--- src/rtl/gpio_pin_pkg.sv ---
package gpio_pin_pkg;
  localparam int unsigned ADDR_W   = 4;
  localparam int unsigned DATA_W   = 32;
  localparam int unsigned SEL_W    = 3;
  localparam int unsigned BIAS_W   = 2;
  localparam int unsigned DRV_W    = 3;
  localparam int unsigned MA_W     = DRV_W + 2;
  localparam int unsigned SYNC_LEN = 2;

  localparam logic [ADDR_W-1:0] CTL_OFS = 4'h0;
  localparam logic [ADDR_W-1:0] IO_OFS  = 4'h4;

  localparam int unsigned SEL_LSB  = 0;
  localparam int unsigned BIAS_LSB = 4;
  localparam int unsigned DRV_LSB  = 8;
  localparam int unsigned OE_BIT   = 12;
  localparam int unsigned IN_BIT   = 0;
  localparam int unsigned OUT_BIT  = 1;

  typedef enum logic [BIAS_W-1:0] {
    BIAS_NONE = 2'd0,
    BIAS_DOWN = 2'd1,
    BIAS_MID  = 2'd2,
    BIAS_UP   = 2'd3
  } bias_code_e;

  typedef struct packed {
    logic             oe;
    logic [DRV_W-1:0] drv;
    bias_code_e       bias;
    logic [SEL_W-1:0] sel;
  } pin_ctl_t;
endpackage

--- src/rtl/gpio_in_sync.sv ---
module gpio_in_sync #(
  parameter int unsigned STAGES = 2
) (
  input  logic clk_i,
  input  logic rst_ni,
  input  logic d_i,
  output logic q_o
);
  logic [STAGES-1:0] chain_q;

  generate
    for (genvar s = 0; s < STAGES; s++) begin : g_stage
      always_ff @(posedge clk_i or negedge rst_ni) begin
        if (!rst_ni)     chain_q[s] <= 1'b0;
        else if (s == 0) chain_q[s] <= d_i;
        else             chain_q[s] <= chain_q[(s == 0) ? 0 : s-1];
      end
    end
  endgenerate

  assign q_o = chain_q[STAGES-1];
endmodule

--- src/rtl/gpio_bias_decode.sv ---
module gpio_bias_decode
  import gpio_pin_pkg::*;
#(
  parameter bit NO_KEEPER = 1'b0
) (
  input  bias_code_e code_i,
  output logic       up_o,
  output logic       down_o,
  output logic       keep_o
);
  assign down_o = (code_i == BIAS_DOWN);

  generate
    if (NO_KEEPER) begin : g_no_keeper
      // Mid code is the pull-up; top code is unused and leaves the pad floating.
      assign up_o   = (code_i == BIAS_MID);
      assign keep_o = 1'b0;
    end else begin : g_keeper
      assign up_o   = (code_i == BIAS_UP);
      assign keep_o = (code_i == BIAS_MID);
    end
  endgenerate
endmodule

--- src/rtl/gpio_pin_regs.sv ---
module gpio_pin_regs
  import gpio_pin_pkg::*;
(
  input  logic              clk_i,
  input  logic              rst_ni,
  input  logic              we_i,
  input  logic [ADDR_W-1:0] addr_i,
  input  logic [DATA_W-1:0] wdata_i,
  input  logic              in_level_i,
  output logic [DATA_W-1:0] rdata_o,
  output pin_ctl_t          ctl_o,
  output logic              out_o
);
  pin_ctl_t ctl_q;
  logic     out_q;
  logic     hit_ctl, hit_io;

  assign hit_ctl = (addr_i == CTL_OFS);
  assign hit_io  = (addr_i == IO_OFS);

  always_ff @(posedge clk_i or negedge rst_ni) begin
    if (!rst_ni) begin
      ctl_q <= '0;
      out_q <= 1'b0;
    end else if (we_i) begin
      if (hit_ctl) begin
        ctl_q.sel  <= wdata_i[SEL_LSB +: SEL_W];
        ctl_q.bias <= bias_code_e'(wdata_i[BIAS_LSB +: BIAS_W]);
        ctl_q.drv  <= wdata_i[DRV_LSB +: DRV_W];
        ctl_q.oe   <= wdata_i[OE_BIT];
      end
      if (hit_io) out_q <= wdata_i[OUT_BIT];
    end
  end

  always_comb begin
    rdata_o = '0;
    if (hit_ctl) begin
      rdata_o[SEL_LSB +: SEL_W]   = ctl_q.sel;
      rdata_o[BIAS_LSB +: BIAS_W] = ctl_q.bias;
      rdata_o[DRV_LSB +: DRV_W]   = ctl_q.drv;
      rdata_o[OE_BIT]             = ctl_q.oe;
    end else if (hit_io) begin
      rdata_o[IN_BIT]  = in_level_i;
      rdata_o[OUT_BIT] = out_q;
    end
  end

  assign ctl_o = ctl_q;
  assign out_o = out_q;
endmodule

--- src/rtl/gpio_pin_cell.sv ---
module gpio_pin_cell
  import gpio_pin_pkg::*;
#(
  parameter bit NO_KEEPER = 1'b0
) (
  input  logic              clk_i,
  input  logic              rst_ni,
  input  logic              bus_we_i,
  input  logic [ADDR_W-1:0] bus_addr_i,
  input  logic [DATA_W-1:0] bus_wdata_i,
  output logic [DATA_W-1:0] bus_rdata_o,
  input  logic              pad_i,
  output logic              pad_o,
  output logic              pad_oe_o,
  output logic              pull_up_o,
  output logic              pull_down_o,
  output logic              keeper_o,
  output logic [MA_W-1:0]   drive_ma_o,
  output logic [SEL_W-1:0]  func_sel_o,
  input  logic              alt_out_i,
  input  logic              alt_oe_i,
  output logic              alt_in_o
);
  pin_ctl_t ctl;
  logic     out_bit;
  logic     in_sync;
  logic     gpio_mode;

  gpio_in_sync #(.STAGES(SYNC_LEN)) u_sync (
    .clk_i  (clk_i),
    .rst_ni (rst_ni),
    .d_i    (pad_i),
    .q_o    (in_sync)
  );

  gpio_pin_regs u_regs (
    .clk_i      (clk_i),
    .rst_ni     (rst_ni),
    .we_i       (bus_we_i),
    .addr_i     (bus_addr_i),
    .wdata_i    (bus_wdata_i),
    .in_level_i (in_sync),
    .rdata_o    (bus_rdata_o),
    .ctl_o      (ctl),
    .out_o      (out_bit)
  );

  gpio_bias_decode #(.NO_KEEPER(NO_KEEPER)) u_bias (
    .code_i (ctl.bias),
    .up_o   (pull_up_o),
    .down_o (pull_down_o),
    .keep_o (keeper_o)
  );

  assign gpio_mode  = (ctl.sel == '0);
  assign pad_o      = gpio_mode ? out_bit : alt_out_i;
  assign pad_oe_o   = gpio_mode ? ctl.oe  : alt_oe_i;
  assign func_sel_o = ctl.sel;
  assign alt_in_o   = in_sync;
  assign drive_ma_o = ({2'b00, ctl.drv} + MA_W'(1)) << 1;
endmodule

--- config.mk ---
export PLATFORM = sky130hd
export DESIGN_NAME = gpio_pin_cell
export DESIGN_NICKNAME = d
export VERILOG_FILES = /design/src/rtl/gpio_pin_pkg.sv /design/src/rtl/gpio_in_sync.sv /design/src/rtl/gpio_bias_decode.sv /design/src/rtl/gpio_pin_regs.sv /design/src/rtl/gpio_pin_cell.sv
export SDC_FILE = /design/constraint.sdc
export NUM_CORES = 1
export LEC_CHECK = 0
export BUFFER_PORTS_ARGS = -buffer_cell sky130_fd_sc_hd__clkbuf_2
export CELL_PAD_IN_SITES_DETAIL_PLACEMENT = 1
export CELL_PAD_IN_SITES_GLOBAL_PLACEMENT = 2
export CORE_AREA = 4 4 73 75
export CTS_CLUSTER_SIZE = 8
export DETAILED_ROUTE_END_ITERATION = 16
export DIE_AREA = 0 0 77 79
export PLACE_DENSITY = 0.88
export SLEW_MARGIN = 20
export SYNTH_ARGS = -nofsm -noshare
export SYNTH_HDL_FRONTEND = slang
export SYNTH_SLANG_ARGS = --single-unit
--- constraint.sdc ---
create_clock -name clk_i -period 1.6 [get_ports clk_i]
set_input_delay 0.08 -clock clk_i [delete_from_list [all_inputs] [get_ports clk_i]]
set_output_delay 0.08 -clock clk_i [all_outputs]
set_load 0.03 [all_outputs]
Yosys cells after proc, flatten, opt, wreduce, memory -nomap -nowiden
Index checks and enable logic that the tools add are counted.

storage, ports and cells
  flip-flop bits (word level) = 12
  bits of input ports = 42
  output and inout bits = 46
  word-level logic and storage cells = 24

cells by class
  add/subtract/negate cells = 1
  eq/ne operators = 4
  muxes and demuxes = 8
  reductions and logical operators = 4

operators by type and width
  operator                                                          number
  2-bit two-way mux                                                 3
  3-bit by 1-bit adder with 4-bit output (second input constant)    1
  2-bit == test (second input constant)                             2
  4-bit by 3-bit == test with 1-bit output (second input constant)  1
  4-bit logical NOT                                                 1
  1-bit two-way mux                                                 4
  2-bit AND reduction                                               2
  3-bit logical NOT                                                 1
  3-bit two-way mux                                                 1
  2-bit by 1-bit == test with 1-bit output (second input constant)  1

Logic depth before layout (Yosys ltp)
Gate-level depths: netlist of the first run.

  depth after elaboration = 3
  mapped depth = 3
  mapped depth without buffers = 3

Modules after synthesis
From an unflattened synthesis of the first run, not the netlist that was laid out.

second synthesis, totals
  cell total of the unflattened synthesis = 71
  area total of the unflattened synthesis = 804.5 µm²

by module, submodules not included
  module            instances  cells each  area an instance (µm²)  seq. area each (µm²)
  gpio_pin_regs     1          57          656.9                   250.2
  gpio_pin_cell     1          9           75.1                    0.0
  gpio_in_sync      1          2           50.0                    50.0
  gpio_bias_decode  1          3           22.5                    0.0

Worst setup path after synthesis of the first run
Ideal clock, no wire load.

  path type = register -> output
  start = register u_regs.ctl_q, in the netlist u_regs.ctl_o[5]
  end = output port drive_ma_o[3]
  arrival time = 1.093 ns
  required time = 1.520 ns
  path slack = 0.427 ns
  cell stages (with the launch flop) = 3
  buffers on the path = 0
  cell sequence = dfrtp_1 -> ha_1 -> xor2_1

on the way
  cells in the longest elaborated chain, start to end = 1

ends and longest elaborated chain
  what                                    RTL line             text
  start, declared                         gpio_pin_regs.sv:14  pin_ctl_t ctl_q;
  3-bit by 1-bit adder with 4-bit output  gpio_pin_cell.sv:60  assign drive_ma_o = ({2'b00, ctl.drv} + MA_W'(1)) << 1;
  end, declared                           gpio_pin_cell.sv:18  output logic [MA_W-1:0] drive_ma_o,

Every way passes these cells.

Final worst setup path of the first run
  start = register u_regs.ctl_q, in the netlist u_regs.ctl_o[0]
  end = output port pad_o

on the way
  cells in the longest elaborated chain, start to end = 2

ends and longest elaborated chain
  what               RTL line             text
  3-bit logical NOT  gpio_pin_cell.sv:55  assign gpio_mode = (ctl.sel == '0);
  1-bit two-way mux  gpio_pin_cell.sv:56  assign pad_o = gpio_mode ? out_bit : alt_out_i;
  end, declared      gpio_pin_cell.sv:13  output logic pad_o,

Every way passes these cells.

==> summary.txt, run 1 <==
Outcome
  – Status: finished, final reports clean

GRT
  – GR Util met2: 10.71%
  – Grt ovf: 0
  – Antenna violations before repair: 0
  – M3 GR Usage: 1.361%
  – Gr busiest metal: met2
  – Vias in the first global route: 612
  – Largest net degree at the start of global routing: 13
  – GRT Util Overall: 5.965%
  – Global-route wire length before repair: 2835 um
  – Met1 GRT Util: 6.324%

CTS
  – Reg clk slew, reported paths: 50 ps
  – Clk sinks: 12
  – Cts bufs inserted: 3
  – Root buf cell: clkbuf_8
  – TritonCTS clock tree: done
  – CTS H-Tree Depth: 1
  – Clk_lat worst skew: 240 ps
  – Clock Path Buffers: 2

Pwr
  – Worst VDD drop: 221.2 uV
  – PwrDens: 1184 nW/um2
  – Leak: 0.5759 nW
  – Tot Pwr: 0.001255 W

Drt
  – Number of vias per cell: 3.441
  – DRC Markers: 0
  – Drt total wl: 1793 um
  – Wire length per cell: 10.55 um
  – ANT nets after route: 0
  – DR iter-0 viols: 15
  – First drt pass iteration count: 2
  – Vias: 585

Logic synthesis
  – Synthesis Warnings: 0
  – Yosys cell types: 17
  – Synth area leader: dfrtp_1
  – Avg Inst Size Synth: 11.16 um2
  – Top cell type's share of synthesized area: 36.87%
  – Part of the Yosys area used for sequential elements: 36.87%
  – Yosys reg bits: 12
  – Synthesized area: 814.5 um2
  – Cells after Synth: 73
  – Synth area leaders: dfrtp_1, buf_4, mux2_2, and2_2, nor4_4

Die
  – Core area: 4661 um2
  – Chip width: 77 um
  – Initial core utilization: 17.48%
  – Die footprint: 6083 um2
  – Die height: 79 um
  – Num ports: 88
  – Rows: 25

Timing
  – Final hold violations: 0
  – Setup TNS: 0 ps
  – Clock Skews: 0.08424 ps
  – Fmax: 0.6641 GHz
  – Fin crit period: 1506 ps
  – Unrepaired setup endpoints after global routing: false
  – Period utilization: 94.11%
  – Worst-margin pin slew: 525.6 ps
  – Endpoints failing setup: 0
  – Final slew viol count: 0
  – Slew margin rel.: 64.46%
  – WHS: 73.54 ps

Layout
  – Commonest non-fill, non-tap cells in the layout: clkbuf_2, conb_1, mux2_2, dfrtp_1, and2_2
  – Share of cells above drive strength 1: 59.48%
  – Fill count: 559
  – Commonest non-fill, non-tap cell in the layout: clkbuf_2
  – Final nets: 160
  – Layout Cells excl Fill: 170
  – Area grow syn2layout: 30.11%
  – Final core occ: 22.74%
  – Antenna diodes: 0

Placement
  – Dpl cells: 164
  – Detail Placement HPWL: 1541 um
  – Count of buffers from port buffering: 40
  – GP Congestion: 0.6165

Worst setup path
  – Reg2reg start: u_regs.ctl_o[0]
  – Worst Path Required: 1520 ps
  – Critical Path Sink Type: primary output
  – Startpoint Class: flop
  – Crit path from: u_regs.ctl_o[0]
  – Crit Path Class: flop to primary output
  – Critical path arrival: 1430 ps
  – Max FO, Critical Path: 4

Run
  – Max-cap violation count: 0

Min path
  – Hold Path Origin: bus_wdata_i[2]
  – Min-delay worst type: primary input to flop
cells in the mapped netlist (all sizes together):
| cell | instances |
|---|---|
| nor4 | 1 |
| nor3 | 1 |
| xor2 | 1 |
| nand2 | 2 |
| dfrtp | 12 |
| and2 | 8 |
| mux2 | 12 |
| nor4b | 1 |
| a22o | 2 |
| ha | 1 |
| buf | 27 |
| inv | 1 |
| conb | 1 |
| nor2b | 2 |
| and3 | 1 |
kinds of logic after synthesis:
logic type / share of synthesized area [%]
buffers and inverters: 25.34
and+or+nand+nor: 15.67
muxes: 16.59
DFF: 36.87
AOI/OAI and AO/OA: 2.458
adders and majority gates: 1.536
other: 0.4604
xor gates and xnor gates: 1.075
sequential cells by signal (all words and copies together), names as in the netlist:
register and count:
u_regs.ctl_o 9, u_regs.out_o 1, u_sync.chain_q 1, u_sync.q_o 1
repair_timing:
action	CTS	global route
gates resized for setup	1	1
hold endpoints to repair	13	0
endpoints found under the setup margin	2	2
hold buffers	2	0
buffers inserted	0	0
stage by stage:
stage / setup WS [ps] / instance area [um2]
finish: 94.24 / 1060
global route: 18.49 / 1060
CTS: 63.72 / 1054
global placement: 246.6 / 973.4
detailed placement: 241.9 / 973.4
floorplan: 426.8 / 900.9
worst paths after layout:
check	end	slack (ps)	cells past startpoint
setup / recovery	pad_o	90	3
hold / removal	u_regs.ctl_o[2]	70	2
setup reg to reg	u_regs.ctl_o[0]	780	1
hold reg to reg	u_sync.q_o	350	0
max in group asynchronous	u_regs.ctl_o[5]	1120	2
min in group asynchronous	u_regs.out_o	260	2
cell type report:
cell class | instances | area, um2 | share of cell area [%]
well taps | 54 | 67.56 | 6.375
inverters | 1 | 3.754 | 0.3542
multi-input cells | 56 | 405.4 | 38.25
flip-flops and latches | 12 | 300.3 | 28.34
repair buffers | 43 | 227.7 | 21.49
clock buffers | 4 | 55.05 | 5.195
routing by layer:
layer	vias to the layer above	part of all wire (%)
li1	275	-
met1	271	39
met2	37	50
met3	2	9.3
met4	0	1.3
met5	-	0
critical path, cell delays in order (launching register included):
cell and delay [ps]:
dfrtp_1 430, nor3_4 230, mux2_2 350, clkbuf_2 180
report_power, final:
group	leakage, nW	switching (W)	internal [W]	total, W
registers	0.146	0.0000668	0.000366	0.000433
logic	0.401	0.000337	0.000162	0.000498
clock network	0.0288	0.000107	0.000217	0.000324
Power figures use the tool's default switching activity.
==> run 2: changes to the inputs <==
--- a/config.mk
+++ b/config.mk
@@ -5,14 +5,15 @@
 export SDC_FILE = /design/constraint.sdc
 export NUM_CORES = 1
 export LEC_CHECK = 0
+export ABC_AREA = 1
 export BUFFER_PORTS_ARGS = -buffer_cell sky130_fd_sc_hd__clkbuf_2
 export CELL_PAD_IN_SITES_DETAIL_PLACEMENT = 1
 export CELL_PAD_IN_SITES_GLOBAL_PLACEMENT = 2
-export CORE_AREA = 4 4 73 75
+export CORE_AREA = 4 4 77 79
 export CTS_CLUSTER_SIZE = 8
 export DETAILED_ROUTE_END_ITERATION = 16
-export DIE_AREA = 0 0 77 79
-export PLACE_DENSITY = 0.88
+export DIE_AREA = 0 0 81 83
+export PLACE_DENSITY = 0.89
 export SLEW_MARGIN = 20
 export SYNTH_ARGS = -nofsm -noshare
 export SYNTH_HDL_FRONTEND = slang
==> run 2 against run 1 <==
Compared with the run above: core utilization is 1.3 points lower; register-to-register slack better by 170 ps; die area is 11% higher; first-iteration DRC count is 110% higher; cell count is 32% higher; clock-buffer cell count is 1 lower; setup slack better by 180 ps; wire length is 28% higher; critical path type unchanged.
==> summary.txt, run 2 <==
Logic synthesis
  – Avg Inst Size Synth: 8.183 um2 (was 11.16 um2)
  – Part of the Yosys area used for sequential elements: 32.48% (was 36.87%)
  – Synth top cells by count: buf_4, nand2_1, dfrtp_1, inv_1, nand4_1 (was buf_4, dfrtp_1, mux2_2)
  – Synth area leader: dfrtp_1 (unchanged)
  – Synthesized area: 924.6 um2 (was 814.5 um2)
  – Yosys reg bits: 12 (unchanged)
  – Synth area leaders: dfrtp_1, buf_4, nand2_1, nand4_1, nor2_2 (was dfrtp_1, buf_4, mux2_2, and2_2, nor4_4)
  – Post-synth EDFFs: 0 (unchanged)
  – Synthesis Warnings: 0 (unchanged)
  – Top cell type's share of synthesized area: 32.48% (was 36.87%)
  – Most frequent cell after synthesis: buf_4 (unchanged)
  – Cells after Synth: 113 (was 73)
  – Fraction of registers with async set/reset: 100.0% (unchanged)
  – Main synth FF type: dfrtp_1 (unchanged)
  – Yosys cell types: 20 (was 17)

Timing
  – WHS: 82.71 ps (was 73.54 ps)
  – Endpoints failing setup: 0 (unchanged)
  – Period utilization: 83.10% (was 94.11%)
  – Unrepaired setup endpoints after global routing: false (unchanged)
  – Setup TNS: 0 ps (unchanged)
  – Fin crit period: 1330 ps (was 1506 ps)
  – Final hold violations: 0 (unchanged)
  – Clock Skews: 0.1175 ps (was 0.08424 ps)
  – Fmax: 0.7521 GHz (was 0.6641 GHz)
  – Final slew viol count: 0 (unchanged)

Drt
  – ANT nets after route: 0 (unchanged)
  – DRC Markers: 0 (unchanged)
  – Number of vias per cell: 3.467 (was 3.441)
  – Drt total wl: 2294 um (was 1793 um)
  – First drt pass iteration count: 4 (was 2)
  – Wire length per cell: 10.20 um (was 10.55 um)
  – Vias: 780 (was 585)
  – DR iter-0 viols: 32 (was 15)

Min path
  – Worst hold path depth: 3 (was 2)
  – Min-Delay Endpoint: u_regs.ctl_o[6] (was u_regs.ctl_o[2])
  – Min-delay worst type: primary input to flop (unchanged)
  – Hold Path Origin: bus_wdata_i[9] (was bus_wdata_i[2])

Layout
  – Antenna diodes: 0 (unchanged)
  – Area grow syn2layout: 23.68% (was 30.11%)
  – Commonest non-fill, non-tap cell in the layout: clkbuf_2 (unchanged)
  – Fill count: 670 (was 559)
  – FF+latch area: 300.3 um2 (unchanged)
  – Final core occ: 21.43% (was 22.74%)
  – Largest register FFs: 9 (unchanged)
  – Share of cells above drive strength 1: 37.91% (was 59.48%)
  – Final nets: 198 (was 160)
  – Area of the multi-input gates: 431.7 um2 (was 405.4 um2)
  – Commonest non-fill, non-tap cells in the layout: clkbuf_2, conb_1, nand2_1 (was clkbuf_2, conb_1, mux2_2, dfrtp_1, and2_2)

Die
  – Chip width: 81 um (was 77 um)
  – Die footprint: 6723 um2 (was 6083 um2)
  – Num ports: 88 (unchanged)
  – Core area: 5338 um2 (was 4661 um2)
  – Die height: 83 um (was 79 um)
  – Rows: 27 (was 25)
  – Initial core utilization: 17.32% (was 17.48%)

Worst setup path
  – Startpoint Class: flop (unchanged)
  – Critical path arrival: 1250 ps (was 1430 ps)
  – Crit path from: u_regs.ctl_o[1] (was u_regs.ctl_o[0])
  – FF-to-FF path depth: 2 (was 1)
  – Worst Path Required: 1520 ps (about the same)
  – Reg2reg start: u_regs.ctl_o[4] (was u_regs.ctl_o[0])
  – Crit Path Class: flop to primary output (unchanged)
  – Critical Path Sink Type: primary output (unchanged)
  – Max FO, Critical Path: 4 (unchanged)
  – Worst reg2reg setup slack: 950 ps (was 780 ps)
  – R2R Path End: u_regs.ctl_o[4] (was u_regs.ctl_o[0])

CTS
  – TritonCTS clock tree: done (unchanged)
  – Clk_lat worst skew: 230 ps (was 240 ps)
  – Clk sinks: 12 (unchanged)
  – Reg clk slew, reported paths: 50 ps (about the same)
  – Root buf cell: clkbuf_8 (unchanged)
  – CTS H-Tree Depth: 1 (unchanged)
  – Clock Path Buffers: 2 (unchanged)
  – Cts bufs inserted: 3 (unchanged)

Placement
  – Detail Placement HPWL: 1970 um (was 1541 um)
  – Count of buffers from port buffering: 40 (unchanged)
  – GP Congestion: 0.7009 (was 0.6165)

GRT
  – GRT Util Overall: 6.582% (was 5.965%)
  – Antenna violations before repair: 0 (unchanged)
  – Global-route wire length before repair: 3574 um (was 2835 um)
  – Vias in the first global route: 746 (was 612)
  – Largest net degree at the start of global routing: 16 (was 13)
  – Grt ovf: 0 (unchanged)

Pwr
  – Leak: 0.6396 nW (was 0.5759 nW)
  – PwrDens: 1029 nW/um2 (was 1184 nW/um2)
  – Worst VDD drop: 285.5 uV (was 221.2 uV)
  – Tot Pwr: 0.001177 W (was 0.001255 W)

Run
  – Max-cap violation count: 0 (unchanged)

Outcome
  – Status: finished, final reports clean (unchanged)
## run 2: cell count changes in the layout (fill, tap and decap cells not counted), sizes merged, moves of 4 or more
cell | before | now
and2 | 8 | 0
nor2 | 0 | 12
nand2 | 2 | 24
nand4 | 0 | 10
inv | 1 | 12
mux2 | 12 | 0
nand3 | 0 | 5
o21ai | 0 | 4
## run 2: layer usage
metal	global-route usage, %	vias to the layer above	share of wire, %
li1	-	390	-
met1	7.809	354	39
met2	11.58	36	51
met3	1.193	0	9.3
met4	2.304	0	0
met5	0	-	0
## run 2: logic make-up (layout without fill, tap and decap cells)
family,count (synthesis),in the layout,synth area share [%]
AOI/OAI and AO/OA,4,4,2.977
xor gates and xnor gates,1,1,0.9474
adders and majority gates,1,1,1.353
buffers and inverters,42,59,30.17
DFF,12,12,32.48
other,1,24,0.4056
and+or+nand+nor,52,52,31.66
## run 2: area by class of cell
cell class / count / area share (%)
Clock buffer: 3 / 3.610
Inverter: 12 / 3.939
Multi-Input combinational cell: 82 / 37.75
Sequential cell: 12 / 26.26
Tap cell: 72 / 7.877
Timing Repair Buffer: 44 / 20.57
## run 2: report_power, final
group	total [W]	internal (W)	switching, W
clock	0.000270	0.000166	0.000105
sequential	0.000404	0.000358	0.0000460
combinational	0.000502	0.000122	0.000380
total	0.00118	0.000646	0.000531
## run 2: how the worst max path moves through the flow
stage / to / slack (ps)
after floorplan: drive_ma_o[4] / 270
after global placement: u_regs.ctl_o[5] / 500
after detailed placement: u_regs.ctl_o[5] / 480
after CTS: pad_oe_o / 250
after global routing: pad_oe_o / 160
final: pad_oe_o / 270
## run 2: what timing repair did
item / CTS / global route
setup endpoints to repair: 0 / 0
endpoints found under the hold margin: 13 / 0
hold buffers: 2 / 0
buffers inserted: 0 / 0
gates resized for setup: 0 / 0
## run 2: metrics by stage
step	cells	instance area (um2)	setup slack, ps
final	225	1144	270.3
after global routing	225	1144	155.5
after CTS	225	1144	250.4
after detailed placement	220	1082	484.1
after global placement	220	1082	501.1
after floorplan	136	1011	265.8
## run 2: worst max-delay path: stages, from the launching register on
cell and delay, ps:
dfrtp_1 400, inv_1 90, nand3_1 150, o21ai_1 160, clkbuf_2 220
==> run 3: changes to the inputs <==
--- a/config.mk
+++ b/config.mk
@@ -9,11 +9,11 @@
 export BUFFER_PORTS_ARGS = -buffer_cell sky130_fd_sc_hd__clkbuf_2
 export CELL_PAD_IN_SITES_DETAIL_PLACEMENT = 1
 export CELL_PAD_IN_SITES_GLOBAL_PLACEMENT = 2
-export CORE_AREA = 4 4 77 79
+export CORE_AREA = 4 4 79 81
 export CTS_CLUSTER_SIZE = 8
 export DETAILED_ROUTE_END_ITERATION = 16
-export DIE_AREA = 0 0 81 83
-export PLACE_DENSITY = 0.89
+export DIE_AREA = 0 0 83 85
+export PLACE_DENSITY = 0.85
 export SLEW_MARGIN = 20
 export SYNTH_ARGS = -nofsm -noshare
 export SYNTH_HDL_FRONTEND = slang
==> constraint.sdc (replaced) <==
create_clock -name clk_i -period 1.25 [get_ports clk_i]
set_input_delay 0.0625 -clock clk_i [delete_from_list [all_inputs] [get_ports clk_i]]
set_output_delay 0.0625 -clock clk_i [all_outputs]
set_load 0.03 [all_outputs]
==> run 3 against run 2 <==
Compared with the run above: register-to-register slack lost 470 ps; global-route usage rose by 0.79 points; clock power grew 27%; critical endpoint is now drive_ma_o[3].
==> summary.txt, run 3 (same netlist as run 2, synthesis figures left out) <==
Timing
  – Clock Skews: 0.006189 ps (was 0.1175 ps)
  – Period utilization: 99.58%
  – Endpoints failing setup: 0 (unchanged)
  – Unrepaired setup endpoints after global routing: true (was false)
  – Fin crit period: 1245 ps
  – Final hold violations: 0 (unchanged)
  – WHS: 62.81 ps (was 82.71 ps)
  – Final slew viol count: 0 (unchanged)
  – Fmax: 0.8034 GHz

Die
  – Rows: 27 (unchanged)
  – Die footprint: 7055 um2 (was 6723 um2)
  – Initial core utilization: 16.90% (was 17.32%)
  – Die height: 85 um (was 83 um)
  – Chip width: 83 um (was 81 um)
  – Num ports: 88 (unchanged)
  – Core area: 5473 um2 (was 5338 um2)

Drt
  – Wire length per cell: 10.92 um (was 10.20 um)
  – DR iter-0 viols: 56 (was 32)
  – ANT nets after route: 0 (unchanged)
  – Vias: 797 (was 780)
  – Drt total wl: 2501 um (was 2294 um)
  – First drt pass iteration count: 3 (was 4)
  – Number of vias per cell: 3.480 (was 3.467)
  – DRC Markers: 0 (unchanged)

GRT
  – Vias in the first global route: 944 (was 746)
  – Largest net degree at the start of global routing: 16 (unchanged)
  – Grt ovf: 0 (unchanged)
  – Global-route wire length before repair: 4209 um (was 3574 um)
  – GRT Util Overall: 7.373% (was 6.582%)
  – Antenna violations before repair: 0 (unchanged)

Outcome
  – Status: finished, final reports clean (unchanged)

Run
  – Max-cap violation count: 0 (unchanged)

Pwr
  – Worst VDD drop: 418.5 uV (was 285.5 uV)
  – PwrDens: 1327 nW/um2 (was 1029 nW/um2)
  – Leak: 0.6647 nW (was 0.6396 nW)

Min path
  – Min-delay worst type: primary input to flop (unchanged)

Worst setup path
  – Crit path max-delay family: flip-flops (unchanged)
  – Slowest cell on the critical path: dfrtp_1 (unchanged)
  – Worst reg2reg setup slack: 480 ps (was 950 ps)
  – Critical Path Max Stage Delay: 390 ps (was 400 ps)
  – CP bufs+invs: 1 (was 2)
  – Worst path cell trace: ha_2, xor2_1, buf_4 (was inv_1, nand3_1, o21ai_1, clkbuf_2)
  – Critical path arrival: 1180 ps (was 1250 ps)
  – Max FO, Critical Path: 2 (was 4)
  – Worst Path Required: 1190 ps (was 1520 ps)
  – Crit Path Class: flop to primary output (unchanged)
  – Startpoint Class: flop (unchanged)
  – Critical Path Sink Type: primary output (unchanged)

CTS
  – Cts bufs inserted: 3 (unchanged)
  – Clk sinks: 12 (unchanged)
  – Clock Path Buffers: 2 (unchanged)
  – CTS H-Tree Depth: 1 (unchanged)
  – Reg clk slew, reported paths: 50 ps (about the same)
  – Clk_lat worst skew: 240 ps (was 230 ps)
  – Root buf cell: clkbuf_8 (unchanged)
  – TritonCTS clock tree: done (unchanged)

Layout
  – Commonest non-fill, non-tap cell in the layout: clkbuf_2 (unchanged)
  – Antenna diodes: 0 (unchanged)
  – Share of cells above drive strength 1: 43.95% (was 37.91%)
  – Area grow syn2layout: 30.58% (was 23.68%)
  – Commonest non-fill, non-tap cells in the layout: clkbuf_2, conb_1, nand2_1 (unchanged)
  – Largest register FFs: 9 (unchanged)
  – Final core occ: 22.06% (was 21.43%)
  – Final nets: 202 (was 198)
  – Fill count: 692 (was 670)

Placement
  – GP Congestion: 0.7523 (was 0.7009)
  – Count of buffers from port buffering: 40 (unchanged)
  – Detail Placement HPWL: 2000 um (was 1970 um)
## run 3: area by class of cell
cell class              instances  area [um2]  share of cell area [%]
well taps                      72       90.09                   7.461
multi-input cells              82       455.4                   37.72
repair buffers                 48       275.3                   22.80
clock buffers                   3       41.29                   3.420
flip-flops and latches         12       300.3                   24.87
inverters                      12       45.04                   3.731
## run 3: power breakdown
group | switching, W | internal [W] | total, W
Combinational | 0.000523 | 0.000218 | 0.000741
Clock | 0.000131 | 0.000211 | 0.000342
Sequential | 0.0000593 | 0.000459 | 0.000518
Total | 0.000713 | 0.000888 | 0.00160
## run 3: path summary, 6_finish.rpt
path	startpoint	to	depth (start not counted)
worst max-delay path	u_regs.ctl_o[6]	drive_ma_o[3]	3
max in group asynchronous	rst_ni	u_sync.q_o	2
worst min-delay path	bus_wdata_i[9]	u_regs.ctl_o[6]	3
min in group asynchronous	rst_ni	u_regs.ctl_o[4]	2
worst max register to register	u_regs.ctl_o[1]	u_regs.ctl_o[1]	3
worst min register to register	u_sync.chain_q[0]	u_sync.q_o	0
## run 3: per-layer routing
| metal | GRT usage (%) | part of all wire, % | wire, um | vias up |
|---|---|---|---|---|
| li1 | - | - | - | 394 |
| met1 | 7.213 | 37 | 927 | 353 |
| met2 | 13.12 | 51 | 1264 | 46 |
| met3 | 3.786 | 11 | 269 | 4 |
| met4 | 3.120 | 1.6 | 40 | 0 |
| met5 | 0 | 0 | 0 | - |
## run 3: tightest hold or removal path, delay by kind of cell
kind | cells | cell delay [ps]
buffers and inverters | 1 | 80
AND/OR/NAND/NOR | 2 | 120
## run 3: timing repair
| action | 4_1_cts | 5_1_grt |
|---|---|---|
| setup buffers | 2 | 2 |
| gates resized for setup | 8 | 9 |
| endpoints found under the setup margin | 3 | 5 |
| pin swaps | 0 | 1 |
| hold buffers | 2 | 0 |
| hold endpoints to repair | 13 | 0 |
## run 3: metrics by stage
stage	worst slack (ps)	TNS, ps	area (um2)	std cells	total power [W]
global route	-53.64	-63.99	1207	229	0.001722
global placement	194.0	0	1087	220	0.001162
CTS	-31.82	-31.82	1179	227	0.001581
floorplan	110.8	0	1016	136	0.001089
detailed placement	171.9	0	1087	220	0.001174
finish	5.307	0	1207	229	0.001602
